### config.mk
export PLATFORM = sky130hd
export DESIGN_NAME = a429_tx_fifo
export DESIGN_NICKNAME = d
export VERILOG_FILES = /design/src/rtl/a429_tx_pkg.sv /design/src/rtl/a429_bitclk.sv /design/src/rtl/a429_wfifo.sv /design/src/rtl/a429_serial.sv /design/src/rtl/a429_tx_fifo.sv
export SDC_FILE = /design/constraint.sdc
export NUM_CORES = 1
export LEC_CHECK = 0
export BUFFER_PORTS_ARGS = -buffer_cell sky130_fd_sc_hd__buf_2
export CAP_MARGIN = 20
export CELL_PAD_IN_SITES_DETAIL_PLACEMENT = 0
export CELL_PAD_IN_SITES_GLOBAL_PLACEMENT = 1
export CORE_AREA = 5 5 181 253
export DETAILED_ROUTE_END_ITERATION = 8
export DIE_AREA = 0 0 186 258
export PLACE_DENSITY_LB_ADDON = 0.08
export REMOVE_ABC_BUFFERS = 1
export SLEW_MARGIN = 30
export SYNTH_ARGS = -nofsm -noshare
export SYNTH_HDL_FRONTEND = slang
export SYNTH_SLANG_ARGS = --single-unit
### constraint.sdc
create_clock -name clk_i -period 8.8 [get_ports clk_i]
set_input_delay 0.88 -clock clk_i [delete_from_list [all_inputs] [get_ports clk_i]]
set_output_delay 0.88 -clock clk_i [all_outputs]
set_load 0.01 [all_outputs]
### src/rtl/a429_tx_pkg.sv
package a429_tx_pkg;

    typedef enum logic [1:0] {
        SQ_IDLE = 2'd0,
        SQ_SEND = 2'd1,
        SQ_GAP  = 2'd2
    } sq_state_e;

    // Parity bit for a frame whose data-bit ones count has parity odd_sum.
    function automatic logic frame_parity(input logic odd_sum, input logic even_mode);
        return even_mode ? odd_sum : ~odd_sum;
    endfunction

endpackage

### src/rtl/a429_bitclk.sv
module a429_bitclk #(
    parameter int DIV_FAST = 10,
    parameter int DIV_SLOW = 80
) (
    input  logic clk_i,
    input  logic rst_ni,
    input  logic slow_i,
    output logic tick_o,
    output logic first_half_o
);
    localparam int DIV_MAX = (DIV_SLOW > DIV_FAST) ? DIV_SLOW : DIV_FAST;
    localparam int CNT_W   = $clog2(DIV_MAX);
    localparam logic [CNT_W-1:0] LAST_F = CNT_W'(DIV_FAST - 1);
    localparam logic [CNT_W-1:0] LAST_S = CNT_W'(DIV_SLOW - 1);
    localparam logic [CNT_W-1:0] HALF_F = CNT_W'(DIV_FAST / 2);
    localparam logic [CNT_W-1:0] HALF_S = CNT_W'(DIV_SLOW / 2);

    typedef struct packed {
        logic [CNT_W-1:0] cnt;
    } div_s_t;

    div_s_t s_q, s_d;
    logic   tick;

    always_comb begin
        s_d          = s_q;
        tick         = (s_q.cnt >= (slow_i ? LAST_S : LAST_F));
        s_d.cnt      = tick ? '0 : s_q.cnt + CNT_W'(1);
        first_half_o = (s_q.cnt < (slow_i ? HALF_S : HALF_F));
        tick_o       = tick;
    end

    always_ff @(posedge clk_i or negedge rst_ni) begin
        if (!rst_ni) s_q <= '0;
        else         s_q <= s_d;
    end

endmodule

### src/rtl/a429_wfifo.sv
module a429_wfifo #(
    parameter int DEPTH  = 8,
    parameter int WORD_W = 31,
    parameter int BUS_W  = 16
) (
    input  logic                              clk_i,
    input  logic                              rst_ni,
    input  logic [BUS_W-1:0]                  bus_i,
    input  logic                              ld_lo_i,
    input  logic                              ld_hi_i,
    input  logic                              pop_i,
    output logic [WORD_W-1:0]                 head_o,
    output logic [$clog2(DEPTH+1)-1:0]        count_o,
    output logic                              empty_o
);
    localparam int PTR_W = (DEPTH > 1) ? $clog2(DEPTH) : 1;
    localparam int CNT_W = $clog2(DEPTH + 1);
    localparam int HI_W  = WORD_W - BUS_W;
    localparam logic [CNT_W-1:0] CNT_FULL = CNT_W'(DEPTH);

    typedef struct packed {
        logic [DEPTH-1:0][WORD_W-1:0] mem;
        logic [PTR_W-1:0]             wr;
        logic [PTR_W-1:0]             rd;
        logic [CNT_W-1:0]             cnt;
        logic [BUS_W-1:0]             lo;
        logic                         pend;
    } fifo_s_t;

    fifo_s_t          s_q, s_d;
    logic             do_push;
    logic             do_pop;
    logic [WORD_W-1:0] word_in;
    logic [DEPTH-1:0] slot_we;

    function automatic logic [PTR_W-1:0] bump(input logic [PTR_W-1:0] p);
        return (p == PTR_W'(DEPTH - 1)) ? '0 : p + PTR_W'(1);
    endfunction

    generate
        for (genvar g = 0; g < DEPTH; g++) begin : g_slot
            assign slot_we[g] = do_push && (s_q.wr == PTR_W'(g));
        end
        if (HI_W < BUS_W) begin : g_spare
            logic unused_bus_top;
            assign unused_bus_top = ^bus_i[BUS_W-1:HI_W];
        end
    endgenerate

    always_comb begin
        s_d     = s_q;
        do_push = ld_hi_i && s_q.pend && (s_q.cnt != CNT_FULL);
        do_pop  = pop_i && (s_q.cnt != '0);
        word_in = {bus_i[HI_W-1:0], s_q.lo};

        if (ld_lo_i) begin
            s_d.lo   = bus_i;
            s_d.pend = 1'b1;
        end else if (ld_hi_i) begin
            s_d.pend = 1'b0;
        end

        for (int i = 0; i < DEPTH; i++) begin
            if (slot_we[i]) s_d.mem[i] = word_in;
        end

        if (do_push) s_d.wr = bump(s_q.wr);
        if (do_pop)  s_d.rd = bump(s_q.rd);

        case ({do_push, do_pop})
            2'b10:   s_d.cnt = s_q.cnt + CNT_W'(1);
            2'b01:   s_d.cnt = s_q.cnt - CNT_W'(1);
            default: s_d.cnt = s_q.cnt;
        endcase

        head_o  = s_q.mem[s_q.rd];
        count_o = s_q.cnt;
        empty_o = (s_q.cnt == '0);
    end

    always_ff @(posedge clk_i or negedge rst_ni) begin
        if (!rst_ni) s_q <= '0;
        else         s_q <= s_d;
    end

endmodule

### src/rtl/a429_serial.sv
module a429_serial
    import a429_tx_pkg::*;
#(
    parameter int WORD_W   = 31,
    parameter int GAP_BITS = 4
) (
    input  logic              clk_i,
    input  logic              rst_ni,
    input  logic              tick_i,
    input  logic              first_half_i,
    input  logic              tx_en_i,
    input  logic              has_word_i,
    input  logic              par_even_i,
    input  logic [WORD_W-1:0] head_i,
    output logic              pop_o,
    output logic              line_one_o,
    output logic              line_zero_o,
    output logic              idle_o
);
    localparam int FRAME_W = WORD_W + 1;
    localparam int BIT_W   = $clog2(FRAME_W);
    localparam int GAP_W   = (GAP_BITS > 1) ? $clog2(GAP_BITS) : 1;
    localparam logic [BIT_W-1:0] LAST_BIT = BIT_W'(FRAME_W - 1);
    localparam logic [GAP_W-1:0] LAST_GAP = GAP_W'(GAP_BITS - 1);

    typedef struct packed {
        sq_state_e          state;
        logic [FRAME_W-1:0] sh;
        logic [BIT_W-1:0]   bitn;
        logic [GAP_W-1:0]   gap;
    } ser_s_t;

    ser_s_t s_q, s_d;
    logic   may_start;
    logic   sending;

    always_comb begin
        s_d       = s_q;
        may_start = tick_i && tx_en_i && has_word_i &&
                    ((s_q.state == SQ_IDLE) ||
                     ((s_q.state == SQ_GAP) && (s_q.gap == LAST_GAP)));

        if (tick_i) begin
            case (s_q.state)
                SQ_SEND: begin
                    if (s_q.bitn == LAST_BIT) begin
                        s_d.state = SQ_GAP;
                        s_d.gap   = '0;
                    end else begin
                        s_d.bitn = s_q.bitn + BIT_W'(1);
                        s_d.sh   = {1'b0, s_q.sh[FRAME_W-1:1]};
                    end
                end
                SQ_GAP: begin
                    if (s_q.gap == LAST_GAP) s_d.state = SQ_IDLE;
                    else                     s_d.gap   = s_q.gap + GAP_W'(1);
                end
                default: ;
            endcase
        end

        if (may_start) begin
            s_d.state = SQ_SEND;
            s_d.sh    = {frame_parity(^head_i, par_even_i), head_i};
            s_d.bitn  = '0;
        end

        sending     = (s_q.state == SQ_SEND);
        pop_o       = may_start;
        line_one_o  = sending && first_half_i && s_q.sh[0];
        line_zero_o = sending && first_half_i && !s_q.sh[0];
        idle_o      = (s_q.state == SQ_IDLE);
    end

    always_ff @(posedge clk_i or negedge rst_ni) begin
        if (!rst_ni) s_q <= '{state: SQ_IDLE, default: '0};
        else         s_q <= s_d;
    end

endmodule

### src/rtl/a429_tx_fifo.sv
module a429_tx_fifo #(
    parameter int DEPTH    = 8,
    parameter int WORD_W   = 31,
    parameter int BUS_W    = 16,
    parameter int DIV_FAST = 10,
    parameter int DIV_SLOW = 80,
    parameter int GAP_BITS = 4
) (
    input  logic             clk_i,
    input  logic             rst_ni,
    input  logic             div_slow_i,
    input  logic             par_even_i,
    input  logic             tx_en_i,
    input  logic [BUS_W-1:0] bus_i,
    input  logic             ld_lo_i,
    input  logic             ld_hi_i,
    output logic             line_one_o,
    output logic             line_zero_o,
    output logic             tx_clk_o,
    output logic             ready_o,
    output logic [1:0]       lb_true_o,
    output logic [1:0]       lb_comp_o
);
    localparam int CNT_W = $clog2(DEPTH + 1);

    logic              tick;
    logic              first_half;
    logic              pop;
    logic              empty;
    logic              idle;
    logic [WORD_W-1:0] head;
    logic [CNT_W-1:0]  fifo_cnt;

    a429_bitclk #(
        .DIV_FAST (DIV_FAST),
        .DIV_SLOW (DIV_SLOW)
    ) u_clk (
        .clk_i        (clk_i),
        .rst_ni       (rst_ni),
        .slow_i       (div_slow_i),
        .tick_o       (tick),
        .first_half_o (first_half)
    );

    a429_wfifo #(
        .DEPTH  (DEPTH),
        .WORD_W (WORD_W),
        .BUS_W  (BUS_W)
    ) u_fifo (
        .clk_i   (clk_i),
        .rst_ni  (rst_ni),
        .bus_i   (bus_i),
        .ld_lo_i (ld_lo_i),
        .ld_hi_i (ld_hi_i),
        .pop_i   (pop),
        .head_o  (head),
        .count_o (fifo_cnt),
        .empty_o (empty)
    );

    a429_serial #(
        .WORD_W   (WORD_W),
        .GAP_BITS (GAP_BITS)
    ) u_ser (
        .clk_i        (clk_i),
        .rst_ni       (rst_ni),
        .tick_i       (tick),
        .first_half_i (first_half),
        .tx_en_i      (tx_en_i),
        .has_word_i   (!empty),
        .par_even_i   (par_even_i),
        .head_i       (head),
        .pop_o        (pop),
        .line_one_o   (line_one_o),
        .line_zero_o  (line_zero_o),
        .idle_o       (idle)
    );

    assign tx_clk_o  = first_half;
    assign ready_o   = empty && idle;
    assign lb_true_o = {line_one_o, line_zero_o};
    assign lb_comp_o = {line_zero_o, line_one_o};

endmodule

==> flow_metrics.env, run 1 <==
export IMPL_arrival_ps=2570
export IMPL_grt_overflow=0
export IMPL_ant_nets=0
export IMPL_dp_hpwl_mm=20.0
export IMPL_insertedDiodeCount=0
export IMPL_yosys_area_top_type="dfrtp_1"
export IMPL_maxCapViolations=0
export IMPL_grt_pass1_wl_mm=58.7
export IMPL_critPathLaunchType="input port"
export IMPL_dr_total_vias=8697
export IMPL_cp_required_ps=7920
export IMPL_cts_buffers_inserted=37
export IMPL_max_freq_mhz=290
export IMPL_report_final_hold_viol_count=0
export IMPL_outcome="completed"
export IMPL_portBuffers=30
export IMPL_die_x_um=186
export IMPL_routed_wl_mm=37.1
export IMPL_synth_adder_area_share_pct=1.75
export IMPL_synthDistinctLibCells=42
export IMPL_critPathLaunch="div_slow_i"
export IMPL_fp_row_count=91
export IMPL_synth_top_area_share_pct=54.0
export IMPL_synth_area_top_cells="dfrtp_1 54%, mux2_1 16%, mux4_2 4.7%"
export IMPL_crit_type="in -> out"
export IMPL_critPathCaptureType="output port"
export IMPL_slew_violations=0
export IMPL_ys_seq_area_share_pct=54.0
export IMPL_nets=1167
export IMPL_powerDensity_nw_per_um2=412
export IMPL_ys_flop_type="dfrtp_1"
export IMPL_synth_xor_area_share_pct=2.62
export IMPL_totalPowerFinal_mw=6.95
export IMPL_hold_buffers=0
export IMPL_fin_ws_ps=5350
export IMPL_period_share_pct=39.2
export IMPL_clkSinkCount=323
export IMPL_post_drt_wl_per_cell_um=21.7
export IMPL_antenna_found_initial=0
export IMPL_grt_max_degree=74
export IMPL_path_clk_slew_ps=60
export IMPL_clockRootBuffer="clkbuf_16"
export IMPL_worst_ir_drop_vdd_mv=0.284
export IMPL_ys_warn_count=0
export IMPL_p_leak_nw=7.33
export IMPL_setup_viol=0
export IMPL_synth_edf_count=0
export IMPL_drt_pass1_iterations=4
export IMPL_initial_core_util_pct=34.4
export IMPL_rsz0062_at_grt="no"
export IMPL_cts_buffer_depth=3
export IMPL_min_path_type="in -> async"
export IMPL_core_area_um2=43500
export IMPL_multi_input_area_um2=6530
export IMPL_area_delta_synth_final_pct=12.5
export IMPL_grt_pass1_vias=9490
export IMPL_cts_setup_buffers=0
export IMPL_cts_resized_gates=0
export IMPL_synthMuxAreaShare_pct=29.1
export IMPL_gp_congestion=0.703
export IMPL_cts_tree="built"
export IMPL_pre_cts_slack_ps=5060
export IMPL_seq_area_um2=8090
export IMPL_synth_simple_area_share_pct=3.85
export IMPL_async_flop_share_pct=100
export IMPL_synthCells=1112
export IMPL_dieArea_um2=48000
export IMPL_viasPerCell=5.10
export IMPL_ys_ff_latch=323
export IMPL_finalClockSkew_ps=25.5
export IMPL_insertion_delay_ps=530
export IMPL_critPathMaxFanout=5
export IMPL_drcViolationCount=0
export IMPL_tightestPinTransition_ps=969
export IMPL_die_y_um=258
export IMPL_first_iter_violations=374
export IMPL_syn_avg_cell_area_um2=13.5
export IMPL_synth_area_um2=15000
export IMPL_grt_usage_pct=15.9
export IMPL_mostFrequentLayoutCells="321 x dfrtp_1, 211 x mux2_1, 63 x mux2i_1, 58 x mux2_2, 52 x nor2_1"
export IMPL_period_minus_slack_ps=3450
export IMPL_nFillCells=4219
export IMPL_synth_compound_area_share_pct=5.98
export IMPL_cts_max_level=2
export IMPL_worst_slew_margin_rel_pct=35.4
export IMPL_r2r_start="u_fifo.s_q[21]$_DFFE_PN0P_"
export IMPL_num_io_pins=31
export IMPL_fin_tns_setup_ps=0
export IMPL_drive_gt1_share_pct=20.6
export IMPL_synth_top_family_by_area="multiplexers"
export IMPL_layout_commonest_cell="dfrtp_1"
## power by group
part,switching [mW],internal (mW)
clock,0.610,0.917
combinational,1.49,1.45
sequential,0.355,2.13
total,2.46,4.50
## registers in the layout, summed over array words and instances (netlist names)
signal,cells
u_fifo.s_q,271
u_clk.s_q,7
u_fifo.count_o,4
u_ser.s_q,41
## critical path, stage by stage
cell,delay (ps)
buf_2,100
inv_1,100
ha_1,310
nor2_1,40
o21ai_1,120
nand2_1,60
a211oi_1,320
nor4bb_1,420
buf_2,210
## through the flow
step / area, um2 / cells / util, % / hold WS, ps
after global routing: 16900 / 1704 / 38.7 / 347
after detailed placement: 15700 / 1642 / 36.0 / 463
after floorplan: 14600 / 1035 / - / 441
final: 16900 / 1704 / 38.7 / 297
after CTS: 16800 / 1704 / 38.7 / 316
after global placement: 15700 / 1642 / 36.0 / 455
## worst paths after layout
| check | end | depth (start not counted) | slack (ps) |
|---|---|---|---|
| setup / recovery | lb_true_o[0] | 9 | 5350 |
| hold / removal | u_fifo.s_q[48]$_DFFE_PN0P_ | 1 | 300 |
| setup reg to reg | u_ser.s_q[38]$_DFFE_PN0P_ | 9 | 5430 |
| hold reg to reg | u_fifo.s_q[0]$_DFFE_PN0P_ | 1 | 470 |
| max in group asynchronous | u_fifo.s_q[152]$_DFFE_PN0P_ | 2 | 7140 |
| min in group clk_i | u_fifo.s_q[0]$_DFFE_PN0P_ | 1 | 470 |
## kinds of logic (layout without fill, tap and decap cells)
kind of cell / count (synthesis) / after routing
muxes: 363 / 363
DFF: 323 / 323
AOI/OAI and AO/OA: 145 / 145
and+or+nand+nor: 129 / 129
buffers and inverters: 87 / 121
xor gates and xnor gates: 44 / 44
adders and majority gates: 21 / 21
## cell type report
| type | instances | share of cell area [%] |
|---|---|---|
| Sequential cell | 323 | 48.0 |
| Multi-Input combinational cell | 702 | 38.7 |
| Clock inverter | 7 | 0.549 |
| Timing Repair Buffer | 49 | 1.84 |
| Inverter | 10 | 0.223 |
| Tap cell | 558 | 4.14 |
| Clock buffer | 55 | 6.50 |
## metal layers
metal	vias to the layer above	part of all wire [%]	GRT usage, %
met5	-	0	0
met4	0	1.9	3.87
met3	46	2.6	2.04
met2	90	50	27.0
met1	4539	46	21.5
li1	4022	-	-
## Yosys cell counts, types with 3 or more instances
master / instances
buf_2: 3
dfrtp_1: 323
mux2_2: 58
xor2_1: 11
o22ai_1: 32
buf_1: 24
inv_1: 9
nand2b_1: 3
o21ai_1: 39
clkbuf_1: 35
mux4_2: 31
a21oi_2: 30
a21o_1: 3
xnor2_1: 32
and2_1: 3
buf_6: 5
mux2i_1: 63
nand3_1: 6
nor2_1: 53
buf_4: 9
nor3_1: 3
ha_1: 21
and3_1: 6
a21oi_1: 37
mux2_1: 211
nand2_1: 44
No activity file was read; power rests on OpenSTA's default activity.
==> run 2, diff against run 1 <==
- clock period: 8.8 -> 3.3 ns (I/O delays scaled with it)
==> run 2 against run 1 <==
Clock-buffer cell count is 3 higher; worst hold slack worse by 240 ps; cell area is 2.0% higher; total power grew to 2.7 times the previous value; first-iteration DRC count is 3.2% lower; highest routed layer unchanged.
==> flow_metrics.env, run 2 (synthesis gave the netlist of run 1 again) <==
export IMPL_outcome="completed"
export IMPL_nets=1193
export IMPL_worst_slew_margin_rel_pct=46.3
export IMPL_fin_ws_ps=340
export IMPL_multi_input_area_um2=6520
export IMPL_pre_cts_slack_ps=356
export IMPL_worstHoldStart="bus_i[15]"
export IMPL_seq_area_um2=8090
export IMPL_drive_gt1_share_pct=22.3
export IMPL_layout_commonest_cell="dfrtp_1"
export IMPL_clockRootBuffer="clkbuf_16"
export IMPL_nFillCells=4181
export IMPL_gp_congestion=0.699
export IMPL_dr_total_vias=8749
export IMPL_first_iter_violations=362
export IMPL_initial_core_util_pct=34.4
export IMPL_largest_reg_flops=271
export IMPL_viasPerCell=5.06
export IMPL_grt_usage_pct=16.1
export IMPL_grt_pass1_wl_mm=59.8
export IMPL_finalClockSkew_ps=18.0
export IMPL_layoutNonFillerInstCount=1730
export IMPL_post_dp_cell_area_um2=16000
export IMPL_max_freq_mhz=338
export IMPL_die_y_um=258
export IMPL_drcViolationCount=0
export IMPL_cts_tree="built"
export IMPL_crit_type="reg -> reg"
export IMPL_mostFrequentLayoutCells="321 x dfrtp_1, 211 x mux2_1, 63 x mux2i_1, 58 x mux2_2, 52 x nor2_1"
export IMPL_report_final_hold_viol_count=0
export IMPL_critPathLaunch="u_fifo.s_q[21]$_DFFE_PN0P_"
export IMPL_min_path_type="in -> reg"
export IMPL_powerDensity_nw_per_um2=1090
export IMPL_num_io_pins=31
export IMPL_cp_required_ps=3710
export IMPL_cts_buffers_inserted=37
export IMPL_arrival_ps=3370
export IMPL_r2r_cells=9
export IMPL_critPathMaxFanout=21
export IMPL_drt_pass1_iterations=4
export IMPL_grt_max_degree=83
export IMPL_period_minus_slack_ps=2960
export IMPL_path_clk_slew_ps=60
export IMPL_whs_path_depth=2
export IMPL_period_share_pct=89.7
export IMPL_insertion_delay_ps=530
export IMPL_ant_nets=0
export IMPL_design_area_um2=17200
export IMPL_reg_largest_list="u_fifo.s_q x271, u_ser.s_q x41, u_clk.s_q x7"
export IMPL_post_drt_wl_per_cell_um=21.4
export IMPL_routed_wl_mm=37.0
export IMPL_critPathCaptureType="register"
export IMPL_tightestPinTransition_ps=803
export IMPL_dp_hpwl_mm=22.7
export IMPL_maxCapViolations=0
export IMPL_hold_slack_ps=53.8
export IMPL_fin_tns_setup_ps=0
export IMPL_fp_row_count=91
export IMPL_cts_resized_gates=0
export IMPL_core_area_um2=43500
export IMPL_grt_overflow=0
export IMPL_portBuffers=30
export IMPL_rsz0062_at_grt="no"
export IMPL_worst_ir_drop_vdd_mv=1.16
export IMPL_slew_violations=0
export IMPL_cts_buffer_depth=3
export IMPL_dieArea_um2=48000
export IMPL_critPathLaunchType="register"
export IMPL_clkSinkCount=323
export IMPL_regMostFlops="u_fifo.s_q"
export IMPL_cts_max_level=2
export IMPL_antenna_found_initial=0
export IMPL_p_leak_nw=7.49
export IMPL_r2r_start="u_fifo.s_q[21]$_DFFE_PN0P_"
export IMPL_cts_setup_buffers=0
export IMPL_area_delta_synth_final_pct=14.7
export IMPL_dpl_cell_count=1667
export IMPL_die_x_um=186
export IMPL_setup_viol=0
export IMPL_grt_pass1_vias=9618
export IMPL_insertedDiodeCount=0
-- run 2: changes by cell type in the layout (fill, tap and decap cells not counted), sizes merged --
cell / delta
bufinv: -1
dlygate4sd3: +1
clkbuf: +3
clkinv: -2
buf: +25
-- run 2: final timing paths --
kind | to | slack [ps]
worst min register to register | u_fifo.s_q[0]$_DFFE_PN0P_ | 470
max in group asynchronous | u_fifo.s_q[122]$_DFFE_PN0P_ | 1860
min in group asynchronous | u_fifo.s_q[6]$_DFFE_PN0P_ | 400
worst max-delay path | u_ser.s_q[38]$_DFFE_PN0P_ | 340
worst max register to register | u_ser.s_q[38]$_DFFE_PN0P_ | 340
worst min-delay path | u_fifo.s_q[16]$_DFFE_PN0P_ | 50
-- run 2: critical path, stage by stage, from the launching register on --
cell and delay, ps:
dfrtp_4 630, buf_12 260, mux4_2 530, a21oi_2 250, xnor2_1 120, xnor2_1 420, xnor2_1 200, xnor2_1 160
xnor2_1 100, a22o_1 170
-- run 2: area by class of cell --
| cell class | count | share of cell area [%] |
|---|---|---|
| well taps | 558 | 4.06 |
| repair buffers | 75 | 3.86 |
| flip-flops and latches | 323 | 47.0 |
| clock inverters | 4 | 0.284 |
| clock buffers | 58 | 6.62 |
| inverters | 10 | 0.218 |
| multi-input cells | 702 | 37.9 |
-- run 2: what timing repair did --
action | in CTS | in global routing
endpoints found under the hold margin | 73 | 0
endpoints found under the setup margin | 0 | 0
hold buffers | 1 | 0
-- run 2: routing by layer --
| layer | track usage (%) | wire length [um] |
|---|---|---|
| met5 | 0 | 0 |
| met4 | 3.44 | 659 |
| met3 | 2.09 | 895 |
| met2 | 27.5 | 18800 |
| met1 | 21.9 | 16700 |
-- run 2: through the flow --
step,util [%],power [mW]
final,39.5,18.7
after detailed placement,36.8,15.0
after global routing,39.5,20.1
after global placement,36.8,14.8
after CTS,39.5,19.1
after floorplan,-,12.6
-- run 2: power by group --
group / total (mW) / internal, mW / switching [mW]
Combinational: 8.01 / 4.09 / 3.92
Sequential: 6.69 / 5.69 / 1.00
Clock: 4.04 / 2.43 / 1.60
==> run 3, diff against run 2 <==
- RECOVER_POWER: unset -> 25
==> run 3 against run 2 <==
The flow now finishes with violations (capacitance limit, slew limit); highest routed layer unchanged; combinational power about the same; global-route usage unchanged; setup slack worse by 3.8 ps; largest power group unchanged; routed wire length is 0.11% lower; die area unchanged; non-clock buffer count unchanged; flip-flop and latch count did not move; via count rose by 0.19%.
==> flow_metrics.env, run 3 (synthesis gave the netlist of run 1 again) <==
export IMPL_layout_commonest_cell="dfrtp_1"
export IMPL_post_dp_cell_area_um2=16000
export IMPL_gp_congestion=0.699
export IMPL_largest_reg_flops=271
export IMPL_clkPwrFrac_pct=21.6
export IMPL_clockRootBuffer="clkbuf_16"
export IMPL_portBuffers=30
export IMPL_cp_required_ps=3710
export IMPL_num_io_pins=31
export IMPL_powerDensity_nw_per_um2=1090
export IMPL_grt_pass1_vias=9618
export IMPL_final_util_pct=39.5
export IMPL_totalPowerFinal_mw=18.7
export IMPL_worst_ir_drop_vdd_mv=1.20
export IMPL_reg2reg_to="u_ser.s_q[38]$_DFFE_PN0P_"
export IMPL_routed_wl_mm=37.0
export IMPL_max_freq_mhz=337
export IMPL_grt_usage_pct=16.1
export IMPL_hold_end="u_fifo.s_q[16]$_DFFE_PN0P_"
export IMPL_reg_largest_list="u_fifo.s_q x271, u_ser.s_q x41, u_clk.s_q x7"
export IMPL_insertion_delay_ps=530
export IMPL_p_seq_share_pct=35.7
export IMPL_tightestPinTransition_ps=1770
export IMPL_internal_power_mw=12.2
export IMPL_cts_tree="built"
export IMPL_slew_violations=18
export IMPL_post_drt_wl_per_cell_um=21.4
export IMPL_fp_row_count=91
export IMPL_dp_hpwl_mm=22.7
export IMPL_power_switching_mw=6.52
export IMPL_cts_buffer_depth=3
export IMPL_dpl_cell_count=1667
export IMPL_period_share_pct=89.8
export IMPL_layoutNonFillerInstCount=1730
export IMPL_drcViolationCount=0
export IMPL_setup_viol=0
export IMPL_r2r_start="u_fifo.s_q[21]$_DFFE_PN0P_"
export IMPL_area_delta_synth_final_pct=14.5
export IMPL_critPathLaunch="u_fifo.s_q[21]$_DFFE_PN0P_"
export IMPL_nets=1193
export IMPL_p_sw_share_pct=34.8
export IMPL_cts_buffers_inserted=37
export IMPL_critPathLaunchType="register"
export IMPL_combPwrFrac_pct=42.7
export IMPL_dr_wl_met3_um=855
export IMPL_worstHoldStart="bus_i[15]"
export IMPL_p_leak_nw=7.47
export IMPL_regMostFlops="u_fifo.s_q"
export IMPL_dr_total_vias=8766
export IMPL_antenna_found_initial=0
export IMPL_grt_max_degree=83
export IMPL_pre_cts_slack_ps=356
export IMPL_finalClockSkew_ps=19.4
export IMPL_wl_met1_mm=16.7
export IMPL_die_y_um=258
export IMPL_min_path_type="in -> reg"
export IMPL_maxCapViolations=1
export IMPL_rsz0062_at_grt="no"
export IMPL_design_area_um2=17200
export IMPL_grt_pass1_wl_mm=59.8
export IMPL_fin_ws_ps=336
export IMPL_core_area_um2=43500
export IMPL_met2_wirelength_mm=18.8
export IMPL_initial_core_util_pct=34.4
export IMPL_hold_slack_ps=53.9
export IMPL_r2r_slack_ps=340
export IMPL_arrival_ps=3380
export IMPL_insertedDiodeCount=0
export IMPL_critPathMaxFanout=21
export IMPL_period_minus_slack_ps=2960
export IMPL_clkSinkCount=323
export IMPL_report_final_hold_viol_count=0
export IMPL_first_iter_violations=359
export IMPL_critPathCaptureType="register"
export IMPL_outcome="finished, violations left"
export IMPL_ant_nets=0
export IMPL_route_top_layer_used="met4"
export IMPL_path_clk_slew_ps=60
export IMPL_drt_pass1_iterations=4
export IMPL_crit_type="reg -> reg"
export IMPL_failed_checks="capacitance limit, slew limit"
export IMPL_mostFrequentLayoutCells="321 x dfrtp_1, 211 x mux2_1, 63 x mux2i_1, 58 x mux2_2, 52 x nor2_1"
export IMPL_drive_gt1_share_pct=21.8
export IMPL_whs_path_depth=2
export IMPL_fin_tns_setup_ps=0
export IMPL_cts_max_level=2
export IMPL_cts_resized_gates=0
export IMPL_worst_slew_margin_rel_pct=-18.2
export IMPL_viasPerCell=5.07
export IMPL_r2r_cells=9
export IMPL_dieArea_um2=48000
export IMPL_grt_overflow=0
export IMPL_die_x_um=186
==> run 3: cell types whose count changed in the layout (fill, tap and decap cells not counted) <==
cell,delta
buf_4,-4
clkbuf_2,+1
buf_12,-1
buf_2,-1
clkbuf_1,+5
==> run 3: layout make-up <==
type                    count  area, um2
inverters                  10       37.5
clock inverters             4       48.8
well taps                 558        698
multi-input cells         702       6520
repair buffers             75        632
fillers                  4184      26300
flip-flops and latches    323       8090
clock buffers              58       1140
==> run 3: worst max path at each step <==
| stage | slack [ps] | end | cells past startpoint |
|---|---|---|---|
| 5_1_grt | 230 | u_ser.s_q[38]$_DFFE_PN0P_ | 9 |
| 3_3_place_gp | 360 | u_ser.s_q[38]$_DFFE_PN0P_ | 9 |
| 3_5_place_dp | 360 | u_ser.s_q[38]$_DFFE_PN0P_ | 9 |
| 6_report | 340 | u_ser.s_q[38]$_DFFE_PN0P_ | 9 |
| 2_1_floorplan | -1860 | u_ser.s_q[38]$_DFFE_PN0P_ | 8 |
| 4_1_cts | 350 | u_ser.s_q[38]$_DFFE_PN0P_ | 9 |
==> run 3: routing by layer <==
layer,track usage (%),up-vias
li1,-,4053
met1,21.9,4567
met2,27.5,93
met3,2.09,53
met4,3.44,0
met5,0,-
==> run 3: timing repair <==
item                                    in CTS  in global routing
hold buffers                                 1                  0
endpoints found under the hold margin       73                  0
setup buffers                                0                  0
endpoints found under the setup margin       0                  0
==> run 3: worst max-delay path, cell delays in order (launching register included) <==
cell and delay, ps:
dfrtp_4 630, buf_12 260, mux4_2 530, a21oi_2 250
xnor2_1 120, xnor2_1 420, xnor2_1 200, xnor2_1 160
xnor2_1 100, a22o_1 170
==> run 3: power by group through the flow <==
stage / registers (mW) / clock network [mW] / logic, mW
after global placement: 6.74 / 0 / 8.09
after CTS: 6.70 / 4.20 / 8.22
after global routing: 6.92 / 4.35 / 8.80
final: 6.69 / 4.04 / 8.00
after floorplan: 6.61 / 0 / 6.00
after detailed placement: 6.77 / 0 / 8.20
